==> config.mk <==
export PLATFORM = sky130hd
export DESIGN_NAME = tick_timer_top
export DESIGN_NICKNAME = d
export VERILOG_FILES = /design/src/rtl/tick_timer_pkg.sv /design/src/rtl/tick_regs.sv /design/src/rtl/tick_fsm.sv /design/src/rtl/tick_prescaler.sv /design/src/rtl/tick_counter.sv /design/src/rtl/tick_timer_top.sv
export SDC_FILE = /design/constraint.sdc
export NUM_CORES = 1
export LEC_CHECK = 0
export ABC_AREA = 1
export BUFFER_PORTS_ARGS = -buffer_cell sky130_fd_sc_hd__buf_2
export CAP_MARGIN = 20
export CORE_ASPECT_RATIO = 1.5
export CORE_MARGIN = 2
export CORE_UTILIZATION = 51
export CTS_CLUSTER_SIZE = 24
export DETAILED_ROUTE_END_ITERATION = 16
export PLACE_DENSITY = 0.75
export RECOVER_POWER = 100
export SYNTH_ARGS = -nofsm -noshare
export SYNTH_HDL_FRONTEND = slang
export SYNTH_SLANG_ARGS = --single-unit
export TNS_END_PERCENT = 20
==> constraint.sdc <==
create_clock -name clk -period 2 [get_ports clk]
set_input_delay 0.2 -clock clk [delete_from_list [all_inputs] [get_ports clk]]
set_output_delay 0.2 -clock clk [all_outputs]
set_load 0.1 [all_outputs]
==> src/rtl/tick_timer_pkg.sv <==
package tick_timer_pkg;

    typedef enum logic [1:0] {
        ST_OFF  = 2'd0,
        ST_RUN  = 2'd1,
        ST_HALT = 2'd2,
        ST_IDLE = 2'd3
    } tick_state_e;

    localparam logic [1:0] ADDR_CTRL   = 2'd0;
    localparam logic [1:0] ADDR_COUNT  = 2'd1;
    localparam logic [1:0] ADDR_PERIOD = 2'd2;
    localparam logic [1:0] ADDR_SCALE  = 2'd3;

    localparam int BIT_POWER  = 0;
    localparam int BIT_ENABLE = 1;
    localparam int BIT_RELOAD = 2;
    localparam int BIT_FLAG   = 3;
    localparam int CTRL_BITS  = 4;

endpackage

==> src/rtl/tick_regs.sv <==
module tick_regs
    import tick_timer_pkg::*;
#(
    parameter int CNT_W   = 32,
    parameter int SCALE_W = 8
) (
    input  logic               clk,
    input  logic               rst_n,
    input  logic [1:0]         addr_i,
    input  logic               wr_i,
    input  logic [CNT_W-1:0]   wdata_i,
    output logic [CNT_W-1:0]   rdata_o,
    input  logic               expire_i,
    input  logic [CNT_W-1:0]   count_i,
    output logic               power_o,
    output logic               enable_o,
    output logic               reload_o,
    output logic               flag_o,
    output logic [CNT_W-1:0]   period_o,
    output logic [SCALE_W-1:0] scale_o,
    output logic               scale_wr_o,
    output logic               count_wr_o
);

    localparam int CTRL_PAD  = CNT_W - CTRL_BITS;
    localparam int SCALE_PAD = CNT_W - SCALE_W;

    logic ctrl_wr;
    logic period_wr;
    logic clear_req;

    assign ctrl_wr    = wr_i && (addr_i == ADDR_CTRL);
    assign count_wr_o = wr_i && (addr_i == ADDR_COUNT);
    assign period_wr  = wr_i && (addr_i == ADDR_PERIOD);
    assign scale_wr_o = wr_i && (addr_i == ADDR_SCALE);
    assign clear_req  = ctrl_wr && wdata_i[BIT_FLAG];

    always_ff @(posedge clk or negedge rst_n) begin
        if (!rst_n) begin
            power_o  <= 1'b0;
            enable_o <= 1'b0;
            reload_o <= 1'b0;
        end else if (ctrl_wr) begin
            power_o  <= wdata_i[BIT_POWER];
            enable_o <= wdata_i[BIT_ENABLE];
            reload_o <= wdata_i[BIT_RELOAD];
        end
    end

    // Expiry outranks a simultaneous clear so no event is lost.
    always_ff @(posedge clk or negedge rst_n) begin
        if (!rst_n) begin
            flag_o <= 1'b0;
        end else if (expire_i) begin
            flag_o <= 1'b1;
        end else if (clear_req) begin
            flag_o <= 1'b0;
        end
    end

    always_ff @(posedge clk or negedge rst_n) begin
        if (!rst_n) begin
            period_o <= '0;
        end else if (period_wr) begin
            period_o <= wdata_i;
        end
    end

    always_ff @(posedge clk or negedge rst_n) begin
        if (!rst_n) begin
            scale_o <= '0;
        end else if (scale_wr_o) begin
            scale_o <= wdata_i[SCALE_W-1:0];
        end
    end

    always_comb begin
        unique case (addr_i)
            ADDR_CTRL:   rdata_o = {{CTRL_PAD{1'b0}}, flag_o, reload_o, enable_o, power_o};
            ADDR_COUNT:  rdata_o = count_i;
            ADDR_PERIOD: rdata_o = period_o;
            ADDR_SCALE:  rdata_o = {{SCALE_PAD{1'b0}}, scale_o};
            default:     rdata_o = '0;
        endcase
    end

    assert_flag_on_expiry_R4: assert property (@(posedge clk) disable iff (!rst_n)
        expire_i |=> flag_o);

    assert_w1c_clears_R5: assert property (@(posedge clk) disable iff (!rst_n)
        (clear_req && !expire_i) |=> !flag_o);

    assert_expiry_wins_R6: assert property (@(posedge clk) disable iff (!rst_n)
        (clear_req && expire_i) |=> flag_o);

    assert_zero_write_keeps_R5: assert property (@(posedge clk) disable iff (!rst_n)
        (ctrl_wr && !wdata_i[BIT_FLAG] && flag_o) |=> flag_o);

endmodule

==> src/rtl/tick_fsm.sv <==
module tick_fsm
    import tick_timer_pkg::*;
(
    input  logic        clk,
    input  logic        rst_n,
    input  logic        power_i,
    input  logic        enable_i,
    input  logic        halt_i,
    input  logic        count_zero_i,
    output tick_state_e state_o,
    output logic        run_o,
    output logic        restart_o
);

    tick_state_e state_q;
    tick_state_e state_d;
    logic        active;

    assign active = power_i && enable_i;

    // Next-state selection; transition names follow the brief.
    always_comb begin
        state_d = state_q;
        unique case (state_q)
            ST_OFF: begin
                if (active) begin
                    if (halt_i)            state_d = ST_HALT;  // OFF -> HALT
                    else if (count_zero_i) state_d = ST_IDLE;  // OFF -> IDLE
                    else                   state_d = ST_RUN;   // POWER_UP
                end
            end
            ST_RUN: begin
                if (!active)           state_d = ST_OFF;       // POWER_DOWN
                else if (halt_i)       state_d = ST_HALT;      // FREEZE
                else if (count_zero_i) state_d = ST_IDLE;      // EXPIRE
            end
            ST_HALT: begin
                if (!active)           state_d = ST_OFF;       // POWER_DOWN
                else if (!halt_i)      state_d = count_zero_i ? ST_IDLE : ST_RUN; // THAW
            end
            ST_IDLE: begin
                if (!active)           state_d = ST_OFF;       // POWER_DOWN
                else if (halt_i)       state_d = ST_HALT;      // FREEZE
                else if (!count_zero_i) state_d = ST_RUN;      // REARM
            end
            default: state_d = ST_OFF;
        endcase
    end

    always_ff @(posedge clk or negedge rst_n) begin
        if (!rst_n) begin
            state_q <= ST_OFF;
        end else begin
            state_q <= state_d;
        end
    end

    // Outputs decoded from the registered state.
    always_comb begin
        run_o     = 1'b0;
        restart_o = 1'b0;
        unique case (state_q)
            ST_OFF:  restart_o = 1'b1;
            ST_RUN:  run_o     = 1'b1;
            ST_HALT: ;
            ST_IDLE: restart_o = 1'b1;
            default: restart_o = 1'b1;
        endcase
    end

    assign state_o = state_q;

    assert_gate_off_R2: assert property (@(posedge clk) disable iff (!rst_n)
        !(power_i && enable_i) |=> (state_q == ST_OFF));

    assert_run_excl_R9: assert property (@(posedge clk) disable iff (!rst_n)
        $onehot0({run_o, restart_o}));

endmodule

==> src/rtl/tick_prescaler.sv <==
module tick_prescaler #(
    parameter int SCALE_W = 8
) (
    input  logic               clk,
    input  logic               rst_n,
    input  logic               run_i,
    input  logic               restart_i,
    input  logic               scale_wr_i,
    input  logic [SCALE_W-1:0] scale_new_i,
    input  logic [SCALE_W-1:0] scale_i,
    output logic               tick_o
);

    logic [SCALE_W-1:0] pre_q;

    assign tick_o = run_i && (pre_q == '0);

    always_ff @(posedge clk or negedge rst_n) begin
        if (!rst_n) begin
            pre_q <= '0;
        end else if (scale_wr_i) begin
            pre_q <= scale_new_i;
        end else if (restart_i) begin
            pre_q <= scale_i;
        end else if (run_i) begin
            pre_q <= tick_o ? scale_i : pre_q - 1'b1;
        end
    end

    assert_pre_bound_R3: assert property (@(posedge clk) disable iff (!rst_n)
        pre_q <= scale_i);

    assert_pre_frozen_R9: assert property (@(posedge clk) disable iff (!rst_n)
        (!run_i && !restart_i && !scale_wr_i) |=> $stable(pre_q));

endmodule

==> src/rtl/tick_counter.sv <==
module tick_counter #(
    parameter int CNT_W = 32
) (
    input  logic             clk,
    input  logic             rst_n,
    input  logic             tick_i,
    input  logic             count_wr_i,
    input  logic [CNT_W-1:0] wdata_i,
    input  logic             reload_i,
    input  logic [CNT_W-1:0] period_i,
    output logic [CNT_W-1:0] count_o,
    output logic             expire_o
);

    localparam logic [CNT_W-1:0] ONE = CNT_W'(1);

    logic at_last;

    assign at_last  = (count_o == ONE);
    assign expire_o = tick_i && at_last && !count_wr_i;

    always_ff @(posedge clk or negedge rst_n) begin
        if (!rst_n) begin
            count_o <= '0;
        end else if (count_wr_i) begin
            count_o <= wdata_i;
        end else if (tick_i && (count_o != '0)) begin
            if (at_last) begin
                count_o <= reload_i ? period_i : '0;
            end else begin
                count_o <= count_o - ONE;
            end
        end
    end

    assert_reload_period_R7: assert property (@(posedge clk) disable iff (!rst_n)
        (expire_o && reload_i) |=> (count_o == $past(period_i)));

    assert_single_shot_R8: assert property (@(posedge clk) disable iff (!rst_n)
        (expire_o && !reload_i) |=> (count_o == '0));

endmodule

==> src/rtl/tick_timer_top.sv <==
module tick_timer_top
    import tick_timer_pkg::*;
#(
    parameter int CNT_W   = 32,
    parameter int SCALE_W = 8
) (
    input  logic             clk,
    input  logic             rst_n,
    input  logic [1:0]       reg_addr,
    input  logic             reg_wr,
    input  logic [CNT_W-1:0] reg_wdata,
    output logic [CNT_W-1:0] reg_rdata,
    input  logic             emu_halt,
    output logic             irq
);

    logic               power;
    logic               enable;
    logic               reload;
    logic               flag;
    logic [CNT_W-1:0]   period;
    logic [SCALE_W-1:0] scale;
    logic               scale_wr;
    logic               count_wr;
    logic [CNT_W-1:0]   count;
    logic               expire;
    logic               tick;
    logic               run;
    logic               restart;
    tick_state_e        state;

    tick_regs #(.CNT_W(CNT_W), .SCALE_W(SCALE_W)) u_regs (
        .clk        (clk),
        .rst_n      (rst_n),
        .addr_i     (reg_addr),
        .wr_i       (reg_wr),
        .wdata_i    (reg_wdata),
        .rdata_o    (reg_rdata),
        .expire_i   (expire),
        .count_i    (count),
        .power_o    (power),
        .enable_o   (enable),
        .reload_o   (reload),
        .flag_o     (flag),
        .period_o   (period),
        .scale_o    (scale),
        .scale_wr_o (scale_wr),
        .count_wr_o (count_wr)
    );

    tick_fsm u_fsm (
        .clk          (clk),
        .rst_n        (rst_n),
        .power_i      (power),
        .enable_i     (enable),
        .halt_i       (emu_halt),
        .count_zero_i (count == '0),
        .state_o      (state),
        .run_o        (run),
        .restart_o    (restart)
    );

    tick_prescaler #(.SCALE_W(SCALE_W)) u_pre (
        .clk         (clk),
        .rst_n       (rst_n),
        .run_i       (run),
        .restart_i   (restart),
        .scale_wr_i  (scale_wr),
        .scale_new_i (reg_wdata[SCALE_W-1:0]),
        .scale_i     (scale),
        .tick_o      (tick)
    );

    tick_counter #(.CNT_W(CNT_W)) u_cnt (
        .clk        (clk),
        .rst_n      (rst_n),
        .tick_i     (tick),
        .count_wr_i (count_wr),
        .wdata_i    (reg_wdata),
        .reload_i   (reload),
        .period_i   (period),
        .count_o    (count),
        .expire_o   (expire)
    );

    assign irq = flag;

    assert_off_holds_R2: assert property (@(posedge clk) disable iff (!rst_n)
        (state == ST_OFF && !count_wr) |=> $stable(count));

    assert_halt_holds_R9: assert property (@(posedge clk) disable iff (!rst_n)
        (state == ST_HALT && !count_wr) |=> $stable(count));

    assert_idle_rests_R8: assert property (@(posedge clk) disable iff (!rst_n)
        (state == ST_IDLE && count == '0 && !count_wr) |=> (count == '0));

    assert_irq_level_R4: assert property (@(posedge clk) disable iff (!rst_n)
        $rose(irq) |-> $past(expire));

endmodule

Yosys cells after proc, flatten, opt, wreduce, memory -nomap -nowiden
Index checks and enable logic that the tools add are counted.
{"block": "word_totals", "wordCells": 68, "ff_bits": 86, "out_inout_bits": 33, "input_bits": 38}
{"block": "op_classes", "reduce_logical": 21, "muxes": 25, "eq_ne": 11, "add_sub_neg": 2}
{"operator": "32-bit 2-to-1 mux", "count": 4}
{"operator": "32-bit case mux with 4 select lines", "count": 1}
{"operator": "32-bit by 1-bit == test with 1-bit output, second input constant", "count": 1}
{"operator": "32-bit zero test", "count": 1}
{"operator": "8-bit 2-to-1 mux", "count": 4}
{"operator": "32-bit nonzero test", "count": 1}
{"operator": "32-bit by 1-bit subtractor with 32-bit output, second input constant", "count": 1}
{"operator": "2-bit 2-to-1 mux", "count": 11}
{"operator": "1-bit logical AND", "count": 10}
{"operator": "2-bit == test, second input constant", "count": 4}
{"operator": "8-bit zero test", "count": 1}
{"operator": "2-bit case mux with 4 select lines", "count": 1}
{"operator": "8-bit by 1-bit subtractor with 8-bit output, second input constant", "count": 1}
{"operator": "2-bit by 1-bit == test with 1-bit output, second input constant", "count": 2}
{"operator": "2-bit zero test", "count": 2}
{"operator": "1-bit 2-to-1 mux", "count": 4}
{"operator": "4-bit by 3-bit != test with 1-bit output, second input constant", "count": 1}
{"operator": "4-bit != test, second input constant", "count": 1}
{"operator": "4-bit AND reduction", "count": 1}
{"operator": "2-bit nonzero test", "count": 2}
{"operator": "3-bit != test, second input constant", "count": 1}
{"operator": "3-bit nonzero test", "count": 1}
{"operator": "2-bit by 1-bit != test with 1-bit output, second input constant", "count": 1}
{"operator": "2-bit OR reduction", "count": 1}
{"operator": "1-bit zero test", "count": 1}

Depth between registers and ports, before layout
{"block": "logic_depth", "depth_word": 7, "mapped_depth": 12, "depth_no_buf": 12}

Hierarchy
A second synthesis with hierarchy kept.
{"block": "unflattened", "hier_cells": 1041, "hier_area_um2": 6498.7}
{"mod": "tick_counter", "seq_area_each_um2": 800.8, "n_inst": 1, "area_each_um2": 3090.5, "cells_each": 529}
{"mod": "tick_regs", "seq_area_each_um2": 1101.1, "n_inst": 1, "area_each_um2": 2185.8, "cells_each": 311}
{"mod": "tick_prescaler", "seq_area_each_um2": 200.2, "n_inst": 1, "area_each_um2": 797.0, "cells_each": 122}
{"mod": "tick_fsm", "seq_area_each_um2": 50.0, "n_inst": 1, "area_each_um2": 309.0, "cells_each": 48}
{"mod": "tick_timer_top", "seq_area_each_um2": 0.0, "n_inst": 1, "area_each_um2": 116.4, "cells_each": 31}

Worst setup path after synthesis
OpenSTA, ideal clock, no wires.
{"block": "synth_timing", "kind": "in2out", "startpoint": "in reg_addr[1]", "endpoint": "out reg_rdata[8]", "n_path_buf": 1, "slack_ps": -1076, "cell_stages": 5, "arrival_ps": 2876, "required_ps": 1800, "path_cell_list": "inv_1 -> nor2_1 -> clkbuf_1 -> inv_1 -> o21ai_0"}
{"block": "synth_between", "elab_chain_cells": 2, "elab_cells_between_ends": 5, "classes_between": "eq/ne: 3; mux: 1; reduce/logical: 1"}
{"item": "start, declared", "line": "tick_timer_top.sv:9", "rtl": "input logic [1:0] reg_addr,"}
{"item": "2-bit == test (tied with other cells)", "line": "tick_regs.sv:78", "rtl": "unique case (addr_i)"}
{"item": "32-bit case mux with 4 select lines *", "line": "tick_regs.sv:78"}
{"item": "end, declared", "line": "tick_timer_top.sv:12", "rtl": "output logic [CNT_W-1:0] reg_rdata,"}
Every way passes the cells marked *; elsewhere a longest branch is shown, timed or not.

Worst setup path after layout
{"block": "layout_timing", "startpoint": "reg u_cnt.count_o[15]", "endpoint": "reg u_cnt.count_o[18]"}
{"block": "layout_between", "elab_chain_cells": 4, "elab_cells_between_ends": 8, "classes_between": "add/sub: 1; eq/ne: 1; mux: 3; reduce/logical: 3"}
{"item": "start, declared", "line": "tick_counter.sv:11", "rtl": "output logic [CNT_W-1:0] count_o,"}
{"item": "start signal, assigned", "line": "tick_counter.sv:26", "rtl": "count_o <= wdata_i;"}
{"item": "start signal, assigned", "line": "tick_counter.sv:29", "rtl": "count_o <= reload_i ? period_i : '0;"}
{"item": "start signal, assigned", "line": "tick_counter.sv:31", "rtl": "count_o <= count_o - ONE;"}
{"item": "32-bit by 1-bit subtractor with 32-bit output / 32-bit by 1-bit == test with 1-bit output (equally long branches)", "line": "tick_counter.sv:31, tick_counter.sv:19"}
{"item": "32-bit 2-to-1 mux", "line": "tick_counter.sv:28", "rtl": "if (at_last) begin"}
{"item": "32-bit 2-to-1 mux", "line": "tick_counter.sv:27", "rtl": "end else if (tick_i && (count_o != '0)) begin"}
{"item": "32-bit 2-to-1 mux", "line": "tick_counter.sv:25", "rtl": "end else if (count_wr_i) begin"}
Several ways; a longest one is shown, not always the timed one. The select of a mux whose other input is x is not followed.
A chain may end at the register's enable or synchronous reset.

==> impl_metrics.toml <==
[global_route]
antenna_found_initial = 0
met3_usage_pct = 3.77
grt_pass1_vias = 5996
busiest_layer = "met2"
grt_util_met1_pct = 31.5
grt_util_met2_pct = 52.4
grt_pass1_wl_mm = 28.0
grt_overflow_total = 0
track_usage_pct = 28.3
grt_max_degree = 42

[synth]
synth_fp_nets = 916
ys_types = 34
avgSynthCellArea_um2 = 6.82
postSynth.asyncResetShare_pct = 100
yosysSeqAreaShare_pct = 36.3
synth_area_mm2 = 0.00592
synthTopCellsByArea = "dfrtp_1 36%, nand2_1 18%, nor2_1 8.5%"
synth_seq_cells = 86
yosysTopAreaCell = "dfrtp_1"
ys_warn_count = 0
netlist.area_leader.share_pct = 36.3
ys.flop_type = "dfrtp_1"
synth_edf_count = 0
synthesis.instances = 868

[cells_and_area]
nNetsFinal = 1016
final_cell_area_mm2 = 0.00712
final_cells = 1123
antennaDiodeCount = 0
drive_gt1_share_pct = 20.9
area_delta_synth_final_pct = 20.2

[timing]
fmax_mhz = 520
fin_crit_ns = 1.92
worst_slew_pin_slew_ns = 1.06
setup_viol = 0
finalHoldViolCount = 0
period_share_pct = 96.1
worst_hold_slack_ns = 0.0980
slew_viol_final = 0
slew_headroom_pct = 29.6
rsz0062_at_grt = "true"
fin_ws_ns = 0.0781
finalClockSkew_ns = 0.00640

[pwr]
power_mw = 9.17
power_density_mw_per_mm2 = 1290
vdd_drop_max_mv = 0.563
power.leakage_nw = 3.71

[cts]
h-tree-depth = 3
clk_latency_ns = 0.34
cts_made_buffers = 9
root_buffer = "clkbuf_16"
cts.clk_slew.worst_paths_ns = 0.06
cts.sinks = 86
cts_buffer_depth = 2
tritoncts = "built"

[floorplan]
core-area_mm2 = 0.0114
dieArea_mm2 = 0.0125
start_util_pct = 51.9
die_x_um = 92.0
fp-row-count = 48
io_pins = 71
dieHeight_um = 136

[drt]
wl_per_cell_um = 15.6
ant_nets = 0
num_vias = 6050
wl_mm = 17.6
dr.pass1.iters = 5
drtIter0Drc = 376
drc = 0
vias_per_cell = 5.39

[flow_run]
maxCapViolations = 0

[setup_path]
required_ns = 2.23
worstPathArrival_ns = 2.15
crit_type = "reg -> reg"
cp-start-kind = "flip-flop"
r2r_cells = 12
crit_path_end_kind = "flip-flop"
cp_max_fo = 20

[placed_design]
dp_cells = 1101
placed_cell_area_mm2 = 0.00710
gp_congestion = 0.981
dpl_worst_slack_ns = 0.0846
dp_hpwl_mm = 12.7
numPortBuffers = 70

[outcome]
outcome = "finished, final reports clean"

[hold_path]
min_path_cells = 2
min-delay-path-class = "in -> reg"
cell families (layout without fill, tap and decap cells):
logic type	Yosys count	after routing	synth area share, %
xor gates and xnor gates	16	16	2.37
adders and majority gates	10	10	2.11
muxes	23	23	4.37
buffers and inverters	112	217	8.36
AOI/OAI and AO/OA	96	96	9.17
DFF	86	86	36.3
and+or+nand+nor	525	525	37.3
timing repair:
action	in CTS	in global routing
setup endpoints to repair	0	32
endpoints found under the hold margin	36	0
setup buffers	0	3
gates resized for setup	0	26
hold buffers	1	0
worst max-delay path, stage by stage (launching register included):
cell and delay, ns:
dfrtp_1 0.43, nor2_2 0.16, nand2_1 0.12, nor2_4 0.16, nand2_4 0.08, nor2_4 0.12
inv_2 0.08, a21oi_4 0.18, buf_4 0.15, buf_12 0.15, nor2_1 0.05, nand2_1 0.07
nand2_1 0.06
cells in the final DEF (no fill, tap or decap), types with 23 or more instances in the layout:
cell type  synthesis  final
nand2_1          286    285
dfrtp_1           86     83
buf_4              1     34
inv_1             79     75
buf_2              5     40
nand3_1           74     74
nor2_1           134    127
clkbuf_2           0     29
o21ai_0           61     39
mux2_2            23     23
per-stage QoR:
| step | TNS (ns) | util (%) |
|---|---|---|
| after CTS | 0 | 64.8 |
| after floorplan | -5.66 | - |
| after detailed placement | 0 | 62.2 |
| final | 0 | 62.4 |
| after global routing | -0.164 | 62.4 |
| after global placement | 0 | 62.2 |
Yosys cell counts (all sizes together), types with 2 or more instances:
cell type,instances
inv,84
o21ai,62
nand3b,2
a31oi,2
xor2,14
buf,14
o2111ai,4
xnor2,2
clkbuf,14
o221ai,2
dfrtp,86
o211ai,9
ha,10
nor2,151
a21oi,15
nand4,4
nand3,74
mux2,23
nand2,292
report_power, final:
group | total, mW | switching (mW) | internal [mW]
registers | 2.80 | 0.546 | 2.26
logic | 4.70 | 3.16 | 1.55
clock network | 1.66 | 0.698 | 0.966
total | 9.17 | 4.40 | 4.77
sequential cells by signal, summed over array words and instances (netlist names), 2 cells and up:
| signal | count |
|---|---|
| u_cnt.count_o | 32 |
| u_regs.scale_o | 8 |
| u_regs.period_o | 32 |
| u_fsm.state_o | 2 |
| u_pre.pre_q | 8 |
worst paths after layout:
check / slack (ns) / to / from
setup / recovery: 0.08 / u_cnt.count_o[18] / u_cnt.count_o[15]
hold / removal: 0.1 / u_regs.period_o[12] / reg_wdata[12]
setup reg to reg: 0.08 / u_cnt.count_o[18] / u_cnt.count_o[15]
hold reg to reg: 0.53 / u_pre.pre_q[0] / u_pre.pre_q[0]
max in group asynchronous: 0.36 / u_cnt.count_o[21] / rst_n
min in group asynchronous: 0.56 / u_regs.scale_o[6] / rst_n
per-layer routing:
metal  part of all wire (%)  wire [um]  vias up
met3                    4.8        846       48
met2                     53       9310      226
li1                       -          -     2957
met4                    4.0        702        0
met5                      0          0        -
met1                     38       6710     2819
cell type report:
class / instances / area [um^2]
fillers: 1063 / 4290
multi-input cells: 670 / 3370
flip-flops and latches: 86 / 2160
repair buffers: 117 / 811
inverters: 84 / 315
clock buffers: 12 / 236
well taps: 150 / 188
clock inverters: 4 / 47.5
No activity file was read; power rests on OpenSTA's default activity.
